## src/rtl/neuron_pkg.sv

```systemverilog
package neuron_pkg;

  // width of a signed accumulator able to hold +/-(n*(2^mw-1) + 2^bw-1)
  function automatic int acc_width(input int n, input int mw, input int bw);
    longint max_abs;
    int w;
    max_abs = longint'(n) * ((longint'(1) << mw) - 1) + ((longint'(1) << bw) - 1);
    w = 1;
    while ((longint'(1) << w) <= max_abs) w++;
    return w + 1;
  endfunction

  function automatic longint max_net(input int n, input int mw, input int bw);
    return longint'(n) * ((longint'(1) << mw) - 1) + ((longint'(1) << bw) - 1);
  endfunction

endpackage

```

## src/rtl/nrn_term.sv

```systemverilog
module nrn_term #(
  parameter int MAG_W = 3,
  parameter int ACC_W = 8
) (
  input  logic                    x_i,
  input  logic [MAG_W-1:0]        mag_i,
  input  logic                    sign_i,
  output logic signed [ACC_W-1:0] term_o
);
  logic [MAG_W-1:0]        mag_g;
  logic                    neg_g;
  logic signed [ACC_W-1:0] ext;

  // AND gating replaces the multiply for a 0/1 input
  assign mag_g = mag_i & {MAG_W{x_i}};
  assign neg_g = sign_i & x_i;
  assign ext   = signed'({{(ACC_W-MAG_W){1'b0}}, mag_g});

  // -0 folds to 0 in two's complement
  assign term_o = neg_g ? -ext : ext;
endmodule

```

## src/rtl/nrn_sum.sv

```systemverilog
module nrn_sum #(
  parameter int N_IN  = 8,
  parameter int ACC_W = 8
) (
  input  logic [N_IN*ACC_W-1:0]   terms_i,
  input  logic signed [ACC_W-1:0] bias_i,
  output logic signed [ACC_W-1:0] net_o
);
  logic signed [ACC_W-1:0] part [N_IN+1];

  assign part[0] = bias_i;

  for (genvar j = 0; j < N_IN; j++) begin : g_acc
    assign part[j+1] = part[j] + signed'(terms_i[j*ACC_W +: ACC_W]);
  end

  assign net_o = part[N_IN];
endmodule

```

## src/rtl/nrn_act.sv

```systemverilog
module nrn_act #(
  parameter int ACC_W   = 8,
  parameter bit REG_OUT = 1'b1
) (
  input  logic                    clk_i,
  input  logic                    rst_ni,
  input  logic signed [ACC_W-1:0] net_i,
  output logic                    y_o
);
  logic y_d;

  // hard limit: zero counts as non-negative
  assign y_d = ~net_i[ACC_W-1];

  if (REG_OUT) begin : g_reg
    always_ff @(posedge clk_i or negedge rst_ni) begin
      if (!rst_ni) y_o <= 1'b0;
      else         y_o <= y_d;
    end
  end else begin : g_comb
    assign y_o = y_d;
  end
endmodule

```

## src/rtl/thr_neuron.sv

```systemverilog
module thr_neuron #(
  parameter int N_IN    = 8,
  parameter int MAG_W   = 3,
  parameter int B_MAG_W = 5,
  parameter bit REG_OUT = 1'b1,
  localparam int ACC_W  = neuron_pkg::acc_width(N_IN, MAG_W, B_MAG_W)
) (
  input  logic                    clk_i,
  input  logic                    rst_ni,
  input  logic [N_IN-1:0]         x_i,
  input  logic [N_IN*MAG_W-1:0]   w_mag_i,
  input  logic [N_IN-1:0]         w_sign_i,
  input  logic [B_MAG_W-1:0]      b_mag_i,
  input  logic                    b_sign_i,
  output logic signed [ACC_W-1:0] net_o,
  output logic                    y_o
);
  logic [N_IN*ACC_W-1:0]   terms;
  logic signed [ACC_W-1:0] bias_t;
  logic signed [ACC_W-1:0] net;

  for (genvar j = 0; j < N_IN; j++) begin : g_term
    nrn_term #(.MAG_W(MAG_W), .ACC_W(ACC_W)) u_term (
      .x_i   (x_i[j]),
      .mag_i (w_mag_i[j*MAG_W +: MAG_W]),
      .sign_i(w_sign_i[j]),
      .term_o(terms[j*ACC_W +: ACC_W])
    );
  end

  // bias is a term whose input is tied high
  nrn_term #(.MAG_W(B_MAG_W), .ACC_W(ACC_W)) u_bias (
    .x_i   (1'b1),
    .mag_i (b_mag_i),
    .sign_i(b_sign_i),
    .term_o(bias_t)
  );

  nrn_sum #(.N_IN(N_IN), .ACC_W(ACC_W)) u_sum (
    .terms_i(terms),
    .bias_i (bias_t),
    .net_o  (net)
  );

  nrn_act #(.ACC_W(ACC_W), .REG_OUT(REG_OUT)) u_act (
    .clk_i (clk_i),
    .rst_ni(rst_ni),
    .net_i (net),
    .y_o   (y_o)
  );

  assign net_o = net;
endmodule

```

## config.mk

```make
export PLATFORM = sky130hd
export DESIGN_NAME = thr_neuron
export DESIGN_NICKNAME = d
export VERILOG_FILES = /design/src/rtl/neuron_pkg.sv /design/src/rtl/nrn_term.sv /design/src/rtl/nrn_sum.sv /design/src/rtl/nrn_act.sv /design/src/rtl/thr_neuron.sv
export SDC_FILE = /design/constraint.sdc
export NUM_CORES = 1
export LEC_CHECK = 0
export ABC_CLOCK_PERIOD_IN_PS = 18900
export BUFFER_PORTS_ARGS = -buffer_cell sky130_fd_sc_hd__buf_2
export CORE_ASPECT_RATIO = 0.7
export CORE_MARGIN = 2
export CORE_UTILIZATION = 59
export CTS_CLUSTER_DIAMETER = 100
export DETAILED_ROUTE_END_ITERATION = 8
export PLACE_DENSITY = 0.85
export SETUP_SLACK_MARGIN = 0.05
export SYNTH_ARGS = -nofsm -noshare
export SYNTH_HDL_FRONTEND = slang
export SYNTH_SLANG_ARGS = --single-unit
```

## constraint.sdc

```tcl
create_clock -name clk_i -period 18.9 [get_ports clk_i]
set_input_delay 3.78 -clock clk_i [delete_from_list [all_inputs] [get_ports clk_i]]
set_output_delay 3.78 -clock clk_i [all_outputs]
set_load 0.02 [all_outputs]
```

==> metrics, run 1 <==
Total Routed Length=around 4.2 mm; most frequent cells in the layout=56 x buf_2, 54 x inv_1, 39 x fa_1; FMAX=82.1 MHz; Pwr Density=143 nW/µm²; Peak VDD IR=0.000133 V; xor/xnor share of the synthesized area=8.32%; DR iter-0 viols=39; FILL cells=roughly 260; post-synthesis mux area share=~7.2%; die width=about 75 µm; number of antenna violations at the first check in global routing=0; MaxCap Viol Count=0; Adder-Cell Fraction of Synth Area=52.7%; critical path's slowest cell=fa_1; max reg flops=1; actual slew at the worst max-slew pin=0.566 ns; Initial Util=63.7%; Buf/Inv on CP=6; required time worst endpoint=15.12 ns; Yosys Warn Count=0; Levels on crit path=20; first-pass GRT wire length=6.83 mm; power consumption=0.346 mW; most common cell after layout, fill and taps aside=buf_2; Fin Setup TNS=0 ns; post-CTS resize count=0; Avg Cell Area, Syn=between 9 and 10 µm²; status=completed; Slew Limit Fails=0; Final Hold Viols=0; path category of the worst min-delay check=in -> async; Area growth syn-to-layout=16.3%; Post-CTS Setup Inserts=0; WP data arrival=between 8 and 9 ns; drt via density=4.92; die area=4010 µm²; core footprint=3250 µm²; CP most frequent cell=fa_1; Clock transition at path regs=0 ns; RSZ-0062 raised after global routing=no; crit path cell chain=buf_2 > and2_1 > inv_1 > ha_1 > ha_1 > mux2_2 > nand2_1 > fa_1 > inv_1 > fa_1 > fa_1 > inv_1 > fa_1 > inv_1 > ha_1 > fa_1 > a21o_1 > a21oi_1 > xnor2_1 > buf_2; Port Buf Inserts=56; simple-gate share of the synthesized area=between 10 and 15%; wire per inst=12.8 µm; vias=between 1500 and 2000; largest family of logic cells by synthesized area=adder cells; Slowest Stage Delay on Critical Path=0.54 ns; Synth Net Count=340; die height=53.6 µm; placed cells=331; Final period util=64.4%; Detail Route Antenna Nets=0; antenna cells=0; drt first pass iters=4; CP Max Fanout=7; final core utilization=74.2%; fin cells=331; DRC=0; Synth Register Bits=1; I/O pin total=57; CP Class=in -> out; grt ovf=0; vias in the first global route=1581; Tmin final=12.18 ns; Cell Rows=17; sequential area share after synthesis=1.21%; Worst Setup Start Kind=input pin; post-synth cell types=27; Post-Syn Area=2070 µm²; Top delay family on crit path=adder cells; hpwl dp=3.97 mm; Final setup viols=0; gr usage total=22.8%; Syn Inst Count=228; Worst setup EP type=output port; Net count, final=398; cts hold-fix bufs=0; RD Place Congestion=0.849; Worst slew margin=61.8%; share of layout cells above drive strength 1=23.9%; Leak Pwr=1.28 nW; Regs by FF count=u_act.y_o (1); pin count of the biggest net entering global routing=9; Biggest register=u_act.y_o; Synth Area in Compound Gates=6.33%
-- per-layer routing --
metal	vias to the layer above	GRT usage, %	wire length [µm]
met3	0	0	181
met4	0	0.595	0
li1	828	-	-
met2	44	37.6	1910
met5	-	0	0
met1	758	36.3	2160
-- worst max-delay path by stage --
stage                to  slack (ns)         from
3_3_place_gp   net_o[6]        6.84       x_i[4]
4_1_cts        net_o[6]        6.71       x_i[4]
5_1_grt        net_o[6]        6.45       x_i[4]
3_5_place_dp   net_o[6]        6.72       x_i[4]
6_report       net_o[6]        6.72       x_i[4]
2_1_floorplan  net_o[6]        7.15  w_mag_i[12]
-- through the flow --
step / setup WS [ns] / hold slack [ns] / cell area (µm²)
floorplan: 7.15 / 3.48 / 2070
global placement: 6.84 / 3.55 / 2410
detailed placement: 6.72 / 3.55 / 2410
CTS: 6.71 / 3.56 / 2410
global route: 6.45 / 3.56 / 2410
finish: 6.72 / 3.56 / 2410
-- synth_stat cells --
| library cell | count | area, µm² |
|---|---|---|
| a41oi_1 | 1 | 8.76 |
| or2_2 | 3 | 18.8 |
| or4_1 | 1 | 7.51 |
| nand2_1 | 29 | 109 |
| a21o_1 | 1 | 7.51 |
| o21a_1 | 1 | 7.51 |
| xnor2_1 | 12 | 105 |
| a311o_1 | 1 | 10.0 |
| o311a_1 | 3 | 30.0 |
| ha_1 | 25 | 313 |
| o21ai_2 | 1 | 8.76 |
| o31ai_1 | 1 | 7.51 |
| nor3_1 | 2 | 10.0 |
| nor2_1 | 3 | 11.3 |
| xor2_1 | 5 | 43.8 |
| mux2_2 | 7 | 78.8 |
| and2_1 | 8 | 50.1 |
| inv_1 | 54 | 203 |
| a21oi_1 | 3 | 15.0 |
| mux2i_1 | 7 | 70.1 |
| xnor3_2 | 1 | 23.8 |
| o21ai_0 | 2 | 10.0 |
| dfrtp_1 | 1 | 25.0 |
| nor2b_1 | 9 | 56.3 |
| fa_1 | 39 | 781 |
| nand3b_1 | 5 | 37.5 |
| o311ai_0 | 3 | 26.3 |
-- final cells by class --
class	instances	area (µm²)	share of cell area, %
tap	47	58.8	2.44
timing repair buffer	56	280	11.6
sequential	1	25.0	1.04
multi-input combinational	173	1850	76.5
inverter	54	203	8.40
-- logic make-up after synthesis --
kind of cell | Yosys count
buffers and inverters | 54
flip-flops | 1
multiplexers | 14
AND/OR/NAND/NOR | 60
AO/OA/AOI/OAI | 17
adder cells (fa/ha/maj) | 64
XOR/XNOR | 18
-- report_power, final --
part / total (mW) / switching (mW) / internal, mW
Clock: 0 / 0 / 0
Combinational: 0.341 / 0.202 / 0.139
Sequential: 0.00428 / 0.000221 / 0.00406
Power figures use the tool's default switching activity.
==> inputs of run 2 (changes only) <==
Settings changed: ABC_CLOCK_PERIOD_IN_PS 18900 to 11970, CORE_UTILIZATION 59 to 55, PLACE_DENSITY 0.85 to 0.79.
Clock period 18.9 ns to 11.97 ns, I/O delays scaled along.
==> run 2 against run 1 <==
- hold slack lost 1.4 ns
- die area grew 6.8%
- utilization shrank 6.2 points
- flip-flop and latch count is the same
- critical path depth is the same
- design area grew 0.16%
- sequential power grew 55%
- global-route usage shrank 4.1 points
- wire length shrank 11%
- highest routed layer unchanged
==> metrics, run 2 (synthesis results as in run 1) <==
crit path cell chain=buf_2 > and2_1 > inv_1 > ha_1 > ha_1 > mux2_2 > nand2_1 > fa_1 > inv_1 > fa_1 > fa_1 > inv_1 > fa_1 > inv_1 > ha_1 > fa_1 > a21o_1 > a21oi_1 > xnor2_1 > buf_2; number of antenna violations at the first check in global routing=0 (unchanged); vias in the first global route=1550 (-2.0%); MaxCap Viol Count=0 (unchanged); Total Routed Length=3.76 mm (-11%); Net count, final=398 (unchanged); Detail Route Antenna Nets=0 (unchanged); WHS=2.17 ns (-1.39 ns); Worst slew margin=62.5% (+0.74 points); wire per inst=11.3 µm (-12%); path category of the worst min-delay check=in -> async; area of the multi-input gates=1850 µm² (unchanged); CP Class=in -> out; Tmin final=9.34 ns; FMAX=107 MHz; design area=2420 µm² (+0.16%); die height=55.4 µm (+3.3%); Initial Util=58.3% (-5.4 points); Placement Cell Area=2420 µm² (+0.16%); post-CTS resize count=0 (unchanged); Port Buf Inserts=56 (unchanged); FILL cells=311 (+19%); DR iter-0 viols=36 (-7.7%); Final setup viols=0 (unchanged); placed cells=334 (+0.91%); first-pass GRT wire length=6.63 mm (-2.9%); die area=4290 µm² (+6.8%); Fin Setup TNS=0 ns (unchanged); WP data arrival=6.94 ns (-1.46 ns); DRC=0 (unchanged); Clock transition at path regs=0 ns (unchanged); antenna cells=0 (unchanged); Worst Setup Start Kind=input pin; Final period util=between 70% and 80%; I/O pin total=57 (unchanged); Peak VDD IR=0.000369 V (+180%); Slew Limit Fails=0 (unchanged); Final Hold Viols=0 (unchanged); grt ovf=0 (unchanged); CP Max Fanout=7 (unchanged); Cell Rows=18 (+1); cts hold-fix bufs=0 (unchanged); Regs by FF count=u_act.y_o (1); Worst setup EP type=output port; Register Area=25.0 µm² (unchanged); Slowest Stage Delay on Critical Path=0.55 ns (about the same); most frequent cells in the layout=56 x buf_2, 54 x inv_1, 39 x fa_1; fin cells=334 (+0.91%); required time worst endpoint=9.58 ns (-5.54 ns); Leak Pwr=1.28 nW (unchanged); die width=77.4 µm (+3.4%); max reg flops=1 (unchanged); critical path's slowest cell=fa_1; gr usage total=18.7% (-4.1 points); pin count of the biggest net entering global routing=9 (unchanged); drt via density=4.84 (-1.7%); drt first pass iters=4 (unchanged); Biggest register=u_act.y_o; core footprint=3560 µm² (+9.3%); Post-CTS Setup Inserts=0 (unchanged); Area growth syn-to-layout=16.5%; most common cell after layout, fill and taps aside=buf_2; status=completed; CP most frequent cell=fa_1; actual slew at the worst max-slew pin=0.555 ns (-0.0110 ns); RSZ-0062 raised after global routing=no; Pwr Density=219 nW/µm² (+53%); share of layout cells above drive strength 1=23.9% (unchanged); vias=1617 (-0.80%); RD Place Congestion=0.834 (-1.7%); hpwl dp=3.61 mm (-9.0%)
run 2: final timing paths:
| kind | start | endpoint | slack (ns) |
|---|---|---|---|
| min in group clk_i | u_act.y_o$_DFF_PN0_ | y_o | 2.84 |
| setup / recovery | x_i[4] | net_o[6] | 2.63 |
| max in group asynchronous | rst_ni | u_act.y_o$_DFF_PN0_ | 9.72 |
| hold / removal | rst_ni | u_act.y_o$_DFF_PN0_ | 2.17 |
run 2: cell type report:
type                    count  share of cell area [%]
inverters                  54                    8.39
multi-input cells         173                    76.4
flip-flops and latches      1                    1.04
well taps                  50                    2.59
repair buffers             56                    11.6
run 2: through the flow:
step / util (%) / total power [mW] / worst slack (ns)
after floorplan: - / 0.409 / 2.99
after global placement: 67.9 / 0.532 / 2.67
after detailed placement: 67.9 / 0.535 / 2.59
after CTS: 67.9 / 0.539 / 2.59
after global routing: 67.9 / 0.599 / 2.33
final: 67.9 / 0.529 / 2.63
run 2: power by group:
part           switching [mW]  internal [mW]  leakage, nW
registers            0.000259        0.00638       0.0117
logic                   0.304          0.218         1.26
clock network               0              0            0
run 2: worst max-delay path: cells and delay by family:
family,cells,cell delay (ns)
AOI/OAI and AO/OA,2,0.35
muxes,1,0.27
and+or+nand+nor,2,0.27
xor gates and xnor gates,1,0.13
adders and majority gates,8,2.98
buffers and inverters,6,0.55
run 2: routing by layer:
layer / global-route usage (%) / share of wire [%] / up-vias
met5: 0 / 0 / -
li1: - / - / 830
met1: 31.1 / 53 / 757
met4: 0 / 0 / 0
met3: 0.817 / 3.4 / 0
met2: 28.7 / 44 / 30
==> inputs of run 3 (changes only) <==
Settings changed: ABC_CLOCK_PERIOD_IN_PS 11970 to 9400.
Clock period 11.97 ns to 9.4 ns, I/O delays scaled along.
==> run 3 against run 2 <==
- final cell count unchanged
- critical path depth unchanged
- power increased by 27%
- via count increased by 0.74%
- combinational power increased by 27%
- die area unchanged
- utilization unchanged
- flip-flop and latch count unchanged
- highest routed layer is now met4
==> metrics, run 3 (synthesis results as in run 1) <==
most common cell after layout, fill and taps aside=buf_2; max reg flops=1 (unchanged); Leak Pwr=1.28 nW (unchanged); Tmin final=8.33 ns; Initial Util=58.3% (unchanged); die height=55.4 µm (unchanged); final core utilization=67.9% (unchanged); cts hold-fix bufs=0 (unchanged); Pwr Density=279 nW/µm² (+27%); number of antenna violations at the first check in global routing=0 (unchanged); crit path cell chain=buf_2 > and2_1 > inv_1 > ha_1 > ha_1 > mux2_2 > nand2_1 > fa_1 > inv_1 > fa_1 > fa_1 > inv_1 > fa_1 > inv_1 > ha_1 > fa_1 > a21o_1 > a21oi_1 > xnor2_1 > buf_2; RD Place Congestion=0.834 (unchanged); die area=4290 µm² (unchanged); Worst setup EP type=output port; vias in the first global route=1597 (+3.0%); I/O pin total=57 (unchanged); post-CTS resize count=0 (unchanged); status=completed; Fin Setup TNS=0 ns (unchanged); Total Routed Length=3.86 mm (+2.7%); DR iter-0 viols=42 (+17%); fin cells=334 (unchanged); Slew Limit Fails=0 (unchanged); Clock transition at path regs=0 ns (unchanged); Placement Cell Area=2420 µm² (unchanged); critical path's slowest cell=fa_1; Place WS=1.04 ns (-1.55 ns); path category of the worst min-delay check=in -> async; Biggest register=u_act.y_o; first-pass GRT wire length=6.73 mm (+1.5%); FILL cells=318 (+2.3%); FMAX=120 MHz; die width=77.4 µm (unchanged); Area growth syn-to-layout=16.5% (unchanged); drt via density=4.88 (+0.74%); grt ovf=0 (unchanged); Net count, final=398 (unchanged); gr usage total=19.1% (+0.37 points); Worst slew margin=62.5% (about the same); share of layout cells above drive strength 1=23.9% (unchanged); design area=2420 µm² (unchanged); Final Hold Viols=0 (unchanged); wire per inst=11.6 µm (+2.7%); Peak VDD IR=0.000484 V (+31%); placed cells=334 (unchanged); CP Class=in -> out; hpwl dp=3.69 mm (+2.1%); final setup margin=1.07 ns (-1.56 ns); most frequent cells in the layout=56 x buf_2, 54 x inv_1, 39 x fa_1; power consumption=0.674 mW (+27%); DRC=0 (unchanged); required time worst endpoint=7.52 ns (-2.06 ns); Worst Setup Start Kind=input pin; drt first pass iters=4 (unchanged); vias=1629 (+0.74%); Slowest Stage Delay on Critical Path=0.55 ns (about the same); pin count of the biggest net entering global routing=9 (unchanged); Final period util=about nine tenths; RSZ-0062 raised after global routing=no; Post-CTS Setup Inserts=0 (unchanged); WHS=1.66 ns (-0.514 ns); Regs by FF count=u_act.y_o (1); WP data arrival=6.45 ns (-0.49 ns); core footprint=3560 µm² (unchanged); antenna cells=0 (unchanged); Port Buf Inserts=56 (unchanged); Cell Rows=18 (unchanged); Final setup viols=0 (unchanged); CP Max Fanout=7 (unchanged); CP most frequent cell=fa_1; Detail Route Antenna Nets=0 (unchanged); actual slew at the worst max-slew pin=0.555 ns (+0.000136 ns); MaxCap Viol Count=0 (unchanged)
[run 3: routing by layer]
metal | up-vias | routed length [µm] | track usage (%) | share of wire [%]
met1 | 765 | 1960 | 29.8 | 51
met4 | 0 | 8 | 0.510 | 0.21
met5 | - | 0 | 0 | 0
met3 | 2 | 140 | 1.31 | 3.6
li1 | 829 | - | - | -
met2 | 33 | 1750 | 30.8 | 45
[run 3: final cells by class]
class | count | area [µm²] | area share (%)
inverter | 54 | 203 | 8.39
multi-input combinational | 173 | 1850 | 76.4
sequential | 1 | 25.0 | 1.04
tap | 50 | 62.6 | 2.59
timing repair buffer | 56 | 280 | 11.6
[run 3: critical path, delay by kind of cell]
| family | cells | cell delay [ns] |
|---|---|---|
| compound gates | 2 | 0.35 |
| xor+xnor | 1 | 0.13 |
| fa+ha+maj | 8 | 2.99 |
| buf+inv | 6 | 0.55 |
| mux | 1 | 0.27 |
| simple gates | 2 | 0.28 |
[run 3: how the worst max path moves through the flow]
stage,from,endpoint,slack [ns]
after detailed placement,x_i[4],net_o[6],1.04
after global placement,x_i[5],net_o[6],1.13
after CTS,x_i[4],net_o[6],1.04
final,x_i[4],net_o[6],1.07
after global routing,x_i[5],net_o[6],0.77
after floorplan,w_mag_i[12],net_o[6],1.45
[run 3: where the power goes]
group	switching [mW]	internal, mW
Combinational	0.387	0.278
Sequential	0.000330	0.00813
Clock	0	0
Total	0.388	0.286
